**config.mk**
```make
export PLATFORM = sky130hd
export DESIGN_NAME = rtc_irq_flags
export DESIGN_NICKNAME = d
export VERILOG_FILES = /design/src/rtl/rtcf_pkg.sv /design/src/rtl/rtcf_per_edge.sv /design/src/rtl/rtcf_flag_bits.sv /design/src/rtl/rtc_irq_flags.sv
export SDC_FILE = /design/constraint.sdc
export NUM_CORES = 1
export LEC_CHECK = 0
export BUFFER_PORTS_ARGS = -buffer_cell sky130_fd_sc_hd__buf_4
export CORE_ASPECT_RATIO = 1.5
export CORE_UTILIZATION = 40
export CTS_BUF_LIST = sky130_fd_sc_hd__clkbuf_16
export CTS_CLUSTER_DIAMETER = 40
export CTS_CLUSTER_SIZE = 25
export DETAILED_ROUTE_END_ITERATION = 7
export PLACE_DENSITY = 0.77
export SYNTH_ARGS = -nofsm -noshare
export SYNTH_HDL_FRONTEND = slang
export SYNTH_SLANG_ARGS = --single-unit
```
**constraint.sdc**
```tcl
create_clock -name clk -period 1.55 [get_ports clk]
set_input_delay 0.2325 -clock clk [delete_from_list [all_inputs] [get_ports clk]]
set_output_delay 0.2325 -clock clk [all_outputs]
set_load 0.01 [all_outputs]
```
**src/rtl/rtcf_pkg.sv**
```systemverilog
package rtcf_pkg;
  localparam int FLAG_W   = 16;
  localparam int OVF_BIT  = 15;
  localparam int CMP_BIT  = 8;
  localparam int PER_MAX  = 8;
  localparam int PER_BASE = 2;

  function automatic logic [FLAG_W-1:0] impl_mask(input int n_per);
    logic [FLAG_W-1:0] m;
    m = '0;
    m[OVF_BIT] = 1'b1;
    m[CMP_BIT] = 1'b1;
    for (int i = 0; i < n_per; i++) m[i] = 1'b1;
    return m;
  endfunction
endpackage

```
**src/rtl/rtcf_per_edge.sv**
```systemverilog
module rtcf_per_edge #(
  parameter int N_PER = 8
) (
  input  logic             clk,
  input  logic             rst,
  input  logic [N_PER-1:0] taps,
  output logic [N_PER-1:0] rise
);
  logic [N_PER-1:0] taps_q;

  always_ff @(posedge clk) begin
    if (rst) taps_q <= '0;
    else     taps_q <= taps;
  end

  genvar g;
  generate
    for (g = 0; g < N_PER; g++) begin : g_det
      assign rise[g] = taps[g] & ~taps_q[g];
    end
  endgenerate

  // a detected rise follows a sample of 0 on the previous edge
  a_r5_rise_after_low: assert property (@(posedge clk) disable iff (rst)
    (rise != '0) |-> ((taps & ~$past(taps)) == rise));
endmodule

```
**src/rtl/rtcf_flag_bits.sv**
```systemverilog
module rtcf_flag_bits #(
  parameter int W = 16
) (
  input  logic         clk,
  input  logic         rst,
  input  logic [W-1:0] set_i,
  input  logic [W-1:0] clr_i,
  output logic [W-1:0] q
);
  genvar g;
  generate
    for (g = 0; g < W; g++) begin : g_bit
      always_ff @(posedge clk) begin
        if (rst)           q[g] <= 1'b0;
        else if (set_i[g]) q[g] <= 1'b1;
        else if (clr_i[g]) q[g] <= 1'b0;
      end

      // a set always lands, even against a clear
      a_r7_set_wins: assert property (@(posedge clk) disable iff (rst)
        set_i[g] |=> q[g]);
      // a clear without a set empties the flag
      a_r6_clear: assert property (@(posedge clk) disable iff (rst)
        (clr_i[g] && !set_i[g]) |=> !q[g]);
    end
  endgenerate
endmodule

```
**src/rtl/rtc_irq_flags.sv**
```systemverilog
module rtc_irq_flags #(
  parameter int              ADDR_W   = 6,
  parameter int              PRESC_W  = 10,
  parameter int              N_PER    = 8,
  parameter logic [ADDR_W-1:0] FLAG_OFF = 6'h0C
) (
  input  logic                        clk,
  input  logic                        rst,
  input  logic                        ovf_evt,
  input  logic                        cmp_evt,
  input  logic [PRESC_W-1:0]          presc,
  input  logic [rtcf_pkg::FLAG_W-1:0] irq_en,
  input  logic [ADDR_W-1:0]           addr,
  input  logic                        wr_en,
  input  logic [rtcf_pkg::FLAG_W-1:0] wdata,
  output logic [rtcf_pkg::FLAG_W-1:0] rdata,
  output logic                        irq
);
  import rtcf_pkg::*;

  localparam logic [FLAG_W-1:0] MASK = impl_mask(N_PER);

  logic [N_PER-1:0]  per_rise;
  logic [FLAG_W-1:0] set_v, clr_v, flags;
  logic              wr_hit;
  logic [PER_BASE-1:0] unused_presc_lo;

  assign unused_presc_lo = presc[PER_BASE-1:0];

  rtcf_per_edge #(.N_PER(N_PER)) u_edge (
    .clk  (clk),
    .rst  (rst),
    .taps (presc[PER_BASE +: N_PER]),
    .rise (per_rise)
  );

  always_comb begin
    set_v = '0;
    set_v[N_PER-1:0] = per_rise;
    set_v[OVF_BIT]   = ovf_evt;
    set_v[CMP_BIT]   = cmp_evt;
  end

  assign wr_hit = wr_en && (addr == FLAG_OFF);
  assign clr_v  = wr_hit ? (wdata & MASK) : '0;

  rtcf_flag_bits #(.W(FLAG_W)) u_flags (
    .clk   (clk),
    .rst   (rst),
    .set_i (set_v),
    .clr_i (clr_v),
    .q     (flags)
  );

  always_ff @(posedge clk) begin
    if (rst) begin
      rdata <= '0;
      irq   <= 1'b0;
    end else begin
      rdata <= (addr == FLAG_OFF) ? (flags & MASK) : '0;
      irq   <= |(flags & irq_en);
    end
  end

  // overflow pulse sets bit 15 at the sampling edge
  a_r3_ovf_set: assert property (@(posedge clk) disable iff (rst)
    ovf_evt |=> flags[OVF_BIT]);
  // compare pulse sets bit 8 at the sampling edge
  a_r4_cmp_set: assert property (@(posedge clk) disable iff (rst)
    cmp_evt |=> flags[CMP_BIT]);
  // nothing enabled and pending means no request next cycle
  a_r8_irq_quiet: assert property (@(posedge clk) disable iff (rst)
    ((flags & irq_en) == '0) |=> !irq);
  // unimplemented bits never read as 1
  a_r9_unimpl_zero: assert property (@(posedge clk) disable iff (rst)
    (rdata & ~MASK) == '0);
endmodule

```
# ---- After elaboration in Yosys (flattened, before gate mapping)
# Cells that the tools add are included.
dict set report totals {
  reg_bits 35
  in_bits 53
  output_inout_bits 17
  word_cells 67
}
dict set report op_classes {
  eq_ne 1
  n_mux 21
  n_bitwise 18
  reduce_logical 13
}
# cell count
set op_table {}
lappend op_table {{$mux 1} 20}
lappend op_table {{$reduce_bool 2->1} 10}
lappend op_table {{$and 16x16->16} 1}
lappend op_table {{$mux 16} 1}
lappend op_table {{$reduce_or 16->1} 1}
lappend op_table {{$not 1->1} 9}
lappend op_table {{$and 1x1->1} 8}
lappend op_table {{$eq 6x4->1 const B} 1}
lappend op_table {{$reduce_or 2->1} 1}
lappend op_table {{$logic_and 1x1->1} 1}

# ---- Depth between registers and ports, before layout
# Gate-level depths: netlist of the first run.
dict set report depth {
  word_depth 5
  depth_mapped 4
  mapped_depth_nobuf 3
}

# ---- Modules after synthesis
# From an unflattened synthesis of the first run, not the netlist that was laid out.
dict set report unflattened {
  hier_cells 143
  area_unflattened_um2 1412.6
}
# mod instances cells_per_inst area_per_inst_um2 seq_area_each_um2
set by_module_without_submodules {}
lappend by_module_without_submodules {rtcf_flag_bits 1 66 629.4 320.3}
lappend by_module_without_submodules {rtc_irq_flags 1 53 523.0 220.2}
lappend by_module_without_submodules {rtcf_per_edge 1 24 260.2 160.2}

# ---- Least setup slack after synthesis of the first run
# OpenSTA, ideal clock, no wires.
dict set report synth_path {
  kind {in2reg}
  start {input port addr[5]}
  end {register u_flags.q[0]}
  setup_ns 0.132
  arrival_ns 1.137
  t_required_ns 1.418
  slack_ns 0.281
  stages 4
  path_buffers 1
  cell_sequence {or4_4 > buf_2 > o21ai_1 > a21oi_1}
}
dict set report synth_between {
  elab_chain_cells 4
}
# item line
set synth_lines {}
lappend synth_lines {{start: declaration} rtc_irq_flags.sv:13} ;# input logic [ADDR_W-1:0] addr,
lappend synth_lines {{$eq 6x4->1} rtc_irq_flags.sv:44} ;# assign wr_hit = wr_en && (addr == FLAG_OFF);
lappend synth_lines {{$logic_and 1x1->1} rtc_irq_flags.sv:44}
lappend synth_lines {{$mux 16} rtc_irq_flags.sv:45} ;# assign clr_v = wr_hit ? (wdata & MASK) : '0;
lappend synth_lines {{$reduce_bool 2->1 (no source line)} --}
lappend synth_lines {{end signal: indexed assignment} rtcf_flag_bits.sv:14} ;# if (rst) q[g] <= 1'b0;
lappend synth_lines {{end signal: indexed assignment} rtcf_flag_bits.sv:15} ;# else if (set_i[g]) q[g] <= 1'b1;
lappend synth_lines {{end signal: indexed assignment} rtcf_flag_bits.sv:16} ;# else if (clr_i[g]) q[g] <= 1'b0;
lappend synth_lines {{end: declaration} rtcf_flag_bits.sv:8} ;# output logic [W-1:0] q
# Every way passes these cells.
# A chain may end at the register's enable or synchronous reset.

# ---- Worst setup path in the final report of the first run
dict set report layout_path {
  start {input port addr[5]}
  end {register rdata[2] (netlist bit)}
}
dict set report layout_between {
  elab_chain_cells 3
}
# item line
set layout_lines {}
lappend layout_lines {{$eq 6x4->1} rtc_irq_flags.sv:60} ;# rdata <= (addr == FLAG_OFF) ? (flags & MASK) : '0;
lappend layout_lines {{$not 1->1 (no source line)} --}
lappend layout_lines {{$reduce_or 2->1 (no source line)} --}
lappend layout_lines {{end signal: assignment} rtc_irq_flags.sv:60}
lappend layout_lines {{end: declaration} rtc_irq_flags.sv:16} ;# output logic [rtcf_pkg::FLAG_W-1:0] rdata,
# Every way passes these cells.

==> metrics.txt, run 1 <==
status complete, but fails checks; failing checks design-rule violations; worst skew pair latency 270 ps; die area 0.002880 mm^2; worst-path maximum fanout 10; Routed Wire Length 2.386 mm; pin count of the biggest net entering global routing 21; DRT iter0 DRCs 32; adder-cell share of the synthesized area 0%; peak per-stage delay on the critical path 550 ps; first-pass GRT wire length 3.726 mm; setup bufs post-CTS 0; Antenna Nets Post-Route 0; reg2reg start u_flags.q[0]$_SDFFE_PP0P_; CTS clk-pin slew, worst paths 40 ps; ys flop type dfxtp_1; HPWL after DPL 1.703 mm; Residual DRC 6; multiplexer share of the synthesized area 0%; Ant. Diodes 0; max-slew violations 0; total gr overflow 0; pwr dens 1172 mW/mm^2; Worst VDD drop 0.8959 mV; Synth Area in XOR/XNOR 0%; cells on worst reg2reg path 3; Layout Nets 212; synthesized area 0.001066 mm^2; CP arrival 1410 ps; post_cts resized 0; Final min period 1196 ps; clock sinks 29; Worst setup EP type flip-flop; number of synthesized register bits 29; Max Cap Viol 0; Die W 44.15 um; Yosys top cell by area dfxtp_1; Final Hold Fails 0; Core ar. 0.002477 mm^2; Pleak 0.0007158 uW; critical path's slowest cell or4_4; Hold Crit Start presc[9]; Hold Crit Endpoint u_edge.taps_q[7]$_SDFF_PP0_; worst-case clock buffer depth 2; Synth Instances 109; Synth Area in Simple Gates 24.06%; die height 65.23 um; post-synthesis async set-or-reset flop share 0%; clk root buf clkbuf_16; worst hold-check path type primary input to flip-flop; commonest non-fill, non-tap cells in the layout 50 x buf_4, 29 x dfxtp_1; Tot GR Track Use 17.76%; CTS buffer count 5; DR pass1 iterations 8; Post-synth EDFFs 0; multi-input logic area 427.9 um^2; GPL Wtd Cong 0.8376; max frequency 835.8 MHz; FF-to-FF setup slack 530 ps; PortBufs 49; H-tree Lvls 2; via/cell ratio 5.130; CTS tree yes; RSZ-0062 raised after global routing false; Initial Util 43.03%; most common cell after layout, fill and taps aside buf_4; setup TNS 0 ps; CP required 1760 ps; main combinational cell family by area after synthesis simple AND/OR/NAND/NOR gates; fin area 0.001558 mm^2; Hold Crit Depth 2; part of the cycle the worst path needs 77.19%; Crit Path Class primary input to flip-flop; r2r endpoint irq$_SDFF_PP0_; synth warn 0; initial antenna violation count 0; Worst Skew 2.863 ps; Fill cells 217; row count 22; crit-path cells buf_4, or4_4, nor3_4, and2_1; final setup fails 0; post-synthesis sequential area ratio 54.46%; startpoint types primary input; Synth top area share 54.46%; Synth Area in Compound Gates 13.97%; area grow syn2layout 46.13%; boundary pin count 70; layout cell share with drive strength beyond 1 35.63%; main area contributors after synthesis dfxtp_1 54%, and2_1 5.9%, nand4_1 5.9%; via count of the first global-routing pass 899; Post-CTS Hold Fix Bufs 0; Seq. cell area 580.6 um^2; syn avg cell area 9.780 um^2; placed inst area 0.001421 mm^2; DR vias 944; DR WL/cell 12.97 um; library cells used by synthesis 20
-- worst max-delay path by stage --
| stage | startpoint | endpoint | cells past startpoint |
|---|---|---|---|
| after global placement | addr[5] | rdata[4]$_SDFF_PP0_ | 4 |
| after CTS | addr[5] | rdata[2]$_SDFF_PP0_ | 4 |
| final | addr[5] | rdata[2]$_SDFF_PP0_ | 4 |
| after floorplan | addr[5] | u_flags.q[0]$_SDFFE_PP0P_ | 4 |
| after global routing | addr[5] | rdata[2]$_SDFF_PP0_ | 4 |
| after detailed placement | addr[5] | rdata[2]$_SDFF_PP0_ | 4 |
-- per-stage QoR --
step                utilization [%]  worst slack (ps)  std cells  power [uW]  hold slack [ps]
floorplan                         -             280.7        114       896.1            360.7
global placement              57.37             121.6        176       978.0            456.6
detailed placement            57.37             98.18        176       984.3            461.3
CTS                           62.88             357.6        184        1843            188.5
global route                  62.88             285.9        184        1889            188.7
finish                        62.88             353.6        184        1826            188.4
-- area by class of cell --
class / count / area share (%)
Sequential cell: 29 / 37.27
Multi-Input combinational cell: 71 / 27.47
Timing Repair Buffer: 50 / 24.10
Clock buffer: 5 / 8.032
Tap cell: 24 / 1.928
Clock inverter: 3 / 0.7229
Inverter: 2 / 0.4819
-- sequential cells by signal, indices dropped and copies added, names as in the netlist --
name,flops
u_flags.q,10
rdata,10
u_edge.taps_q,8
irq,1
-- where the power goes --
part           total [uW]  switching, uW  internal (uW)
Combinational         172           71.8            100
Sequential            800           16.8            783
Clock                 854            282            571
-- synthesized netlist by cell type (2+ instances only) --
cell,count
nand2b_1,8
o21ai_1,10
dfxtp_1,29
inv_1,2
a21oi_1,10
buf_4,6
a22o_1,2
and2_1,10
a221oi_1,2
clkbuf_1,4
nor2b_1,8
nand4_1,10
-- worst max-delay path, delay by kind of cell --
| kind | cells | cell delay, ps |
|---|---|---|
| simple gates | 3 | 1060 |
| buf+inv | 1 | 110 |
-- layer usage --
layer	GRT usage, %	vias to the layer above	wire, um
li1	-	466	-
met1	17.27	426	847
met2	30.88	46	1262
met3	8.242	6	230
met4	7.955	0	46
met5	0	-	0
-- kinds of logic after synthesis --
kind of cell | Yosys count
AOI/OAI and AO/OA | 26
buffers and inverters | 14
DFF | 29
other | 1
and+or+nand+nor | 39
Note: power is estimated with default switching activity, not from simulation.
==> inputs of run 2 (changes only) <==
--- a/config.mk
+++ b/config.mk
@@ -7,12 +7,12 @@
 export LEC_CHECK = 0
 export BUFFER_PORTS_ARGS = -buffer_cell sky130_fd_sc_hd__buf_4
 export CORE_ASPECT_RATIO = 1.5
-export CORE_UTILIZATION = 40
+export CORE_UTILIZATION = 36
 export CTS_BUF_LIST = sky130_fd_sc_hd__clkbuf_16
 export CTS_CLUSTER_DIAMETER = 40
 export CTS_CLUSTER_SIZE = 25
 export DETAILED_ROUTE_END_ITERATION = 7
-export PLACE_DENSITY = 0.77
+export PLACE_DENSITY = 0.73
 export SYNTH_ARGS = -nofsm -noshare
 export SYNTH_HDL_FRONTEND = slang
 export SYNTH_SLANG_ARGS = --single-unit
==> constraint.sdc (replaced) <==
create_clock -name clk -period 1 [get_ports clk]
set_input_delay 0.15 -clock clk [delete_from_list [all_inputs] [get_ports clk]]
set_output_delay 0.15 -clock clk [all_outputs]
set_load 0.01 [all_outputs]
==> run 2 against run 1 <==
Compared with the run above: the flow finishes with violations (negative setup slack); critical path depth unchanged; register-to-register slack worse by 520 ps; die area increased by 11%; sequential share of layout area is 2.6 points lower; non-clock buffer count grew 3; clock power is 55% higher; combinational power grew 83%; via count increased by 2.8%; clock skew rose by 0.63 ps; first-iteration DRC count fell by 44%.
==> metrics.txt, run 2 (synthesis gave the netlist of run 1 again) <==
via count of the first global-routing pass 949; fin area 0.001679 mm^2; placed inst area 0.001453 mm^2; final setup fails 19; final worst slack -86.00 ps; Largest regs rdata (10), u_flags.q (10), u_edge.taps_q (8); pwr dens 1718 mW/mm^2; layout cell share with drive strength beyond 1 45.40%; Tot GR Track Use 19.43%; GR Util met2 33.68%; Worst setup EP type flip-flop; GRT busiest layer met2; DR vias 970; Layout Nets 216; Post-CTS Hold Fix Bufs 0; met1 Resource Use GR 18.65%; worst skew pair latency 270 ps; clk root buf clkbuf_16; Antenna Nets Post-Route 0; RSZ-0062 raised after global routing true; clock sinks 29; DRT iter0 DRCs 18; CTS tree yes; Ant. Diodes 0; Hold Crit Start presc[9]; Max Cap Viol 0; Die W 46.43 um; CP arrival 1300 ps; DR pass1 iterations 4; most common cell after layout, fill and taps aside buf_4; Routed Wire Length 2.844 mm; PortBufs 49; GR met3 Demand/Resource 7.552%; reg2reg start u_flags.q[0]$_SDFFE_PP0P_; multi-input logic area 494.2 um^2; FF-to-FF setup slack 10 ps; CP required 1210 ps; Pleak 0.0007481 uW; failing checks negative setup slack; startpoint types primary input; Worst VDD drop 1.488 mV; HPWL after DPL 1.812 mm; GPL Wtd Cong 0.8077; first-pass GRT wire length 4.229 mm; status complete, but fails checks; Crit Path Class primary input to flip-flop; die area 0.003187 mm^2; cells on worst reg2reg path 3; Core ar. 0.002734 mm^2; Worst Skew 3.489 ps; CTS clk-pin slew, worst paths 50 ps; CTS buffer count 5; pin count of the biggest net entering global routing 20; die height 68.65 um; DR WL/cell 14.22 um; initial antenna violation count 0; boundary pin count 70; Critical path origin addr[0]; Residual DRC 0; max-slew violations 0; Seq. cell area 581.8 um^2; worst-path maximum fanout 5; worst hold-check path type primary input to flip-flop; area grow syn2layout 57.51%; worst-case clock buffer depth 2; Initial Util 38.99%; H-tree Lvls 2; setup TNS -1063 ps; total gr overflow 0; commonest non-fill, non-tap cells in the layout 48 x buf_4, 28 x dfxtp_1, 10 x and2_1, 10 x nand4_1; Fill cells 218; via/cell ratio 4.850; part of the cycle the worst path needs 108.6%; WHS 104.0 ps; row count 23; r2r endpoint irq$_SDFF_PP0_; Final Hold Fails 0; Final min period 1086 ps; Setup crit end rdata[7]$_SDFF_PP0_; max frequency 920.8 MHz
## run 2: where the power goes
group	leakage, uW	internal, uW	switching (uW)
registers	0.000239	1210	33.8
clock network	0.0000685	882	441
logic	0.000440	179	135
## run 2: through the flow
| step | worst slack [ps] | utilization (%) | cells | total power (uW) |
|---|---|---|---|---|
| after floorplan | -147.7 | - | 114 | 1391 |
| after detailed placement | -381.8 | 53.14 | 191 | 1533 |
| final | -86.00 | 61.42 | 200 | 2884 |
| after global routing | -107.8 | 61.42 | 200 | 3015 |
| after CTS | -65.02 | 60.32 | 200 | 2889 |
| after global placement | -347.0 | 53.14 | 191 | 1526 |
## run 2: final cells by class
| class | instances | area share [%] |
|---|---|---|
| sequential | 29 | 34.65 |
| multi-input combinational | 72 | 29.43 |
| timing repair buffer | 53 | 24.81 |
| clock buffer | 5 | 7.452 |
| tap | 37 | 2.757 |
| clock inverter | 2 | 0.4471 |
| inverter | 2 | 0.4471 |
## run 2: critical path, cell delays in order
cell and delay, ps:
buf_6 90, or4_4 600, nor3_4 300, and2_1 160
## run 2: how the worst min path moves through the flow
| stage | depth (start not counted) | slack, ps | end |
|---|---|---|---|
| global placement | 2 | 370 | u_edge.taps_q[7]$_SDFF_PP0_ |
| finish | 2 | 100 | u_edge.taps_q[7]$_SDFF_PP0_ |
| CTS | 2 | 100 | u_edge.taps_q[1]$_SDFF_PP0_ |
| detailed placement | 2 | 380 | u_edge.taps_q[1]$_SDFF_PP0_ |
| global route | 2 | 110 | u_edge.taps_q[5]$_SDFF_PP0_ |
| floorplan | 1 | 280 | u_edge.taps_q[0]$_SDFF_PP0_ |
## run 2: per-layer routing
| metal | share of wire, % | wire length [um] |
|---|---|---|
| met1 | 36 | 1010 |
| met3 | 7.7 | 218 |
| met4 | 2.5 | 70 |
| met5 | 0 | 0 |
| met2 | 54 | 1545 |
## run 2: repair_timing
item | 4_1_cts | 5_1_grt
cloned | 2 | 0
buffers inserted | 0 | 0
setup endpoints to repair | 20 | 20
pin swaps | 9 | 12
hold endpoints to repair | 0 | 0
resized for setup | 11 | 9
==> inputs of run 3 (changes only) <==
--- a/config.mk
+++ b/config.mk
@@ -5,14 +5,15 @@
 export SDC_FILE = /design/constraint.sdc
 export NUM_CORES = 1
 export LEC_CHECK = 0
+export ABC_AREA = 1
 export BUFFER_PORTS_ARGS = -buffer_cell sky130_fd_sc_hd__buf_4
 export CORE_ASPECT_RATIO = 1.5
-export CORE_UTILIZATION = 36
+export CORE_UTILIZATION = 37
 export CTS_BUF_LIST = sky130_fd_sc_hd__clkbuf_16
 export CTS_CLUSTER_DIAMETER = 40
 export CTS_CLUSTER_SIZE = 25
 export DETAILED_ROUTE_END_ITERATION = 7
-export PLACE_DENSITY = 0.73
+export PLACE_DENSITY = 0.74
 export SYNTH_ARGS = -nofsm -noshare
 export SYNTH_HDL_FRONTEND = slang
 export SYNTH_SLANG_ARGS = --single-unit
==> run 3 against run 2 <==
Compared with the run above: the run now ends clean; synthesized cell count is 28% higher; area after synthesis is 2.1% higher; die area is 0.62% lower; non-clock buffer count is 3 lower; setup slack better by 240 ps; fmax is 28% higher; sequential cell count stayed put; global-route usage is 2.7 points lower; critical endpoint is now rdata[6].
==> metrics.txt, run 3 <==
status finished, final reports clean; Antenna Nets Post-Route 0; Worst Skew 5.135 ps; most common cell after layout, fill and taps aside buf_4; worst-path maximum fanout 1; initial antenna violation count 0; number of synthesized register bits 29; Core ar. 0.002734 mm^2; startpoint types flip-flop; synthesized area 0.001089 mm^2; part of the cycle the worst path needs 84.75%; Post-CTS Hold Fix Bufs 0; top cells by count, synth 31 x inv_1, 31 x nand2_1, 29 x dfxtp_1; DR pass1 iterations 4; area grow syn2layout 51.38%; Die W 46.29 um; Buf/Inv on CP 1; worst-case clock buffer depth 2; WHS 64.56 ps; Final Hold Fails 0; setup bufs post-CTS 0; post_cts resized 0; final setup fails 0; clk root buf clkbuf_16; Routed Wire Length 2.357 mm; library cells used by synthesis 17; Pleak 0.0008944 uW; boundary pin count 70; row count 23; worst hold-check path type primary input to flip-flop; main area contributors after synthesis dfxtp_1 53%, inv_1 11%, nand2_1 11%; Layout Cells excl Fill 232; Final min period 847.5 ps; critical path's slowest cell dfxtp_1; clock sinks 29; CTS buffer count 5; Largest regs rdata (10), u_flags.q (10), u_edge.taps_q (8); die area 0.003167 mm^2; FF-to-FF setup slack 180 ps; H-tree Lvls 2; DRT iter0 DRCs 24; fin util 60.27%; Tot GR Track Use 16.74%; total gr overflow 0; post-synthesis sequential area ratio 53.33%; post-synthesis async set-or-reset flop share 0%; max frequency 1180 MHz; max-slew violations 0; peak per-stage delay on the critical path 290 ps; Crit Path Class flip-flop to output pin; synth warn 0; setup TNS 0 ps; CP required 850 ps; Worst setup EP type output pin; HPWL after DPL 1.747 mm; PortBufs 49; Fill cells 242; Pwr Total 3156 uW; multi-input logic area 350.3 um^2; via/cell ratio 4.276; CTS clk-pin slew, worst paths 50 ps; die height 68.43 um; via count of the first global-routing pass 916; Ant. Diodes 0; layout cell share with drive strength beyond 1 31.79%; RSZ-0062 raised after global routing false; CP arrival 700 ps; Seq. cell area 580.6 um^2; Placed Cells 224; commonest non-fill, non-tap cells in the layout 49 x buf_4, 32 x inv_1, 31 x nand2_1; DR vias 992; Yosys top cell by area dfxtp_1; CP delay by family, top flip-flops; DR WL/cell 10.16 um; Max Cap Viol 0; pwr dens 1916 mW/mm^2; GPL Wtd Cong 0.7535; worst skew pair latency 270 ps; Residual DRC 0; pin count of the biggest net entering global routing 15; Post-synth EDFFs 0; CTS tree yes; Layout Nets 247; syn avg cell area 7.831 um^2; Worst VDD drop 1.387 mV; crit-path cells buf_4; first-pass GRT wire length 3.629 mm; Synth Instances 139; Synth top area share 53.33%; ys flop type dfxtp_1; Initial Util 39.82%
run 3: changes by cell type in the layout (fill, tap and decap cells not counted), moves of 5 or more:
cell	previous run	this run
o21ai_2	9	0
buf_6	5	0
nand2b_1	8	0
and2_1	10	0
inv_1	3	32
nor2_1	0	19
nand2_1	1	31
nand4_1	10	3
o22ai_1	0	8
a21oi_1	9	3
nor2b_1	8	0
run 3: final cells by class:
class | instances | share of cell area, %
clock buffers | 5 | 7.593
clock inverters | 3 | 2.278
inverters | 32 | 7.289
multi-input cells | 76 | 21.26
flip-flops and latches | 29 | 35.23
well taps | 37 | 2.809
repair buffers | 50 | 23.54
run 3: worst reg2reg max path, delay by kind of cell (launching register included):
| kind | cells | cell delay, ps |
|---|---|---|
| flops | 1 | 320 |
| compound gates | 1 | 140 |
| buf+inv | 1 | 30 |
| simple gates | 4 | 230 |
run 3: routing by layer:
| metal | wire, um | global-route usage, % | vias to the layer above |
|---|---|---|---|
| met4 | 62 | 11.40 | 0 |
| met2 | 1300 | 29.23 | 28 |
| met3 | 117 | 6.069 | 7 |
| met5 | 0 | 0 | - |
| met1 | 876 | 15.50 | 443 |
| li1 | - | - | 514 |
run 3: cells by family after synthesis:
family / after synthesis / share of synthesized area (%)
simple gates: 59 / 24.14
compound gates: 11 / 5.977
flops: 29 / 53.33
buf+inv: 39 / 16.21
other cells: 1 / 0.3445
run 3: report_power, final:
part	switching (uW)	internal (uW)
Combinational	121	158
Sequential	37.4	1220
Clock	470	1150
run 3: final timing paths:
kind,cells after the start,endpoint,startpoint
setup / recovery,1,rdata[6],rdata[6]$_SDFF_PP0_
hold / removal,2,u_flags.q[8]$_SDFFE_PP0P_,rst
setup reg to reg,6,irq$_SDFF_PP0_,u_flags.q[2]$_SDFFE_PP0P_
hold reg to reg,1,u_flags.q[4]$_SDFFE_PP0P_,u_edge.taps_q[4]$_SDFF_PP0_
run 3: per-stage QoR:
step                      setup slack, ps  cell area, um^2
after global placement              46.87             1485
after CTS                           150.3             1648
after detailed placement            10.90             1485
after global routing                102.6             1648
final                               152.5             1648
after floorplan                     237.8             1107
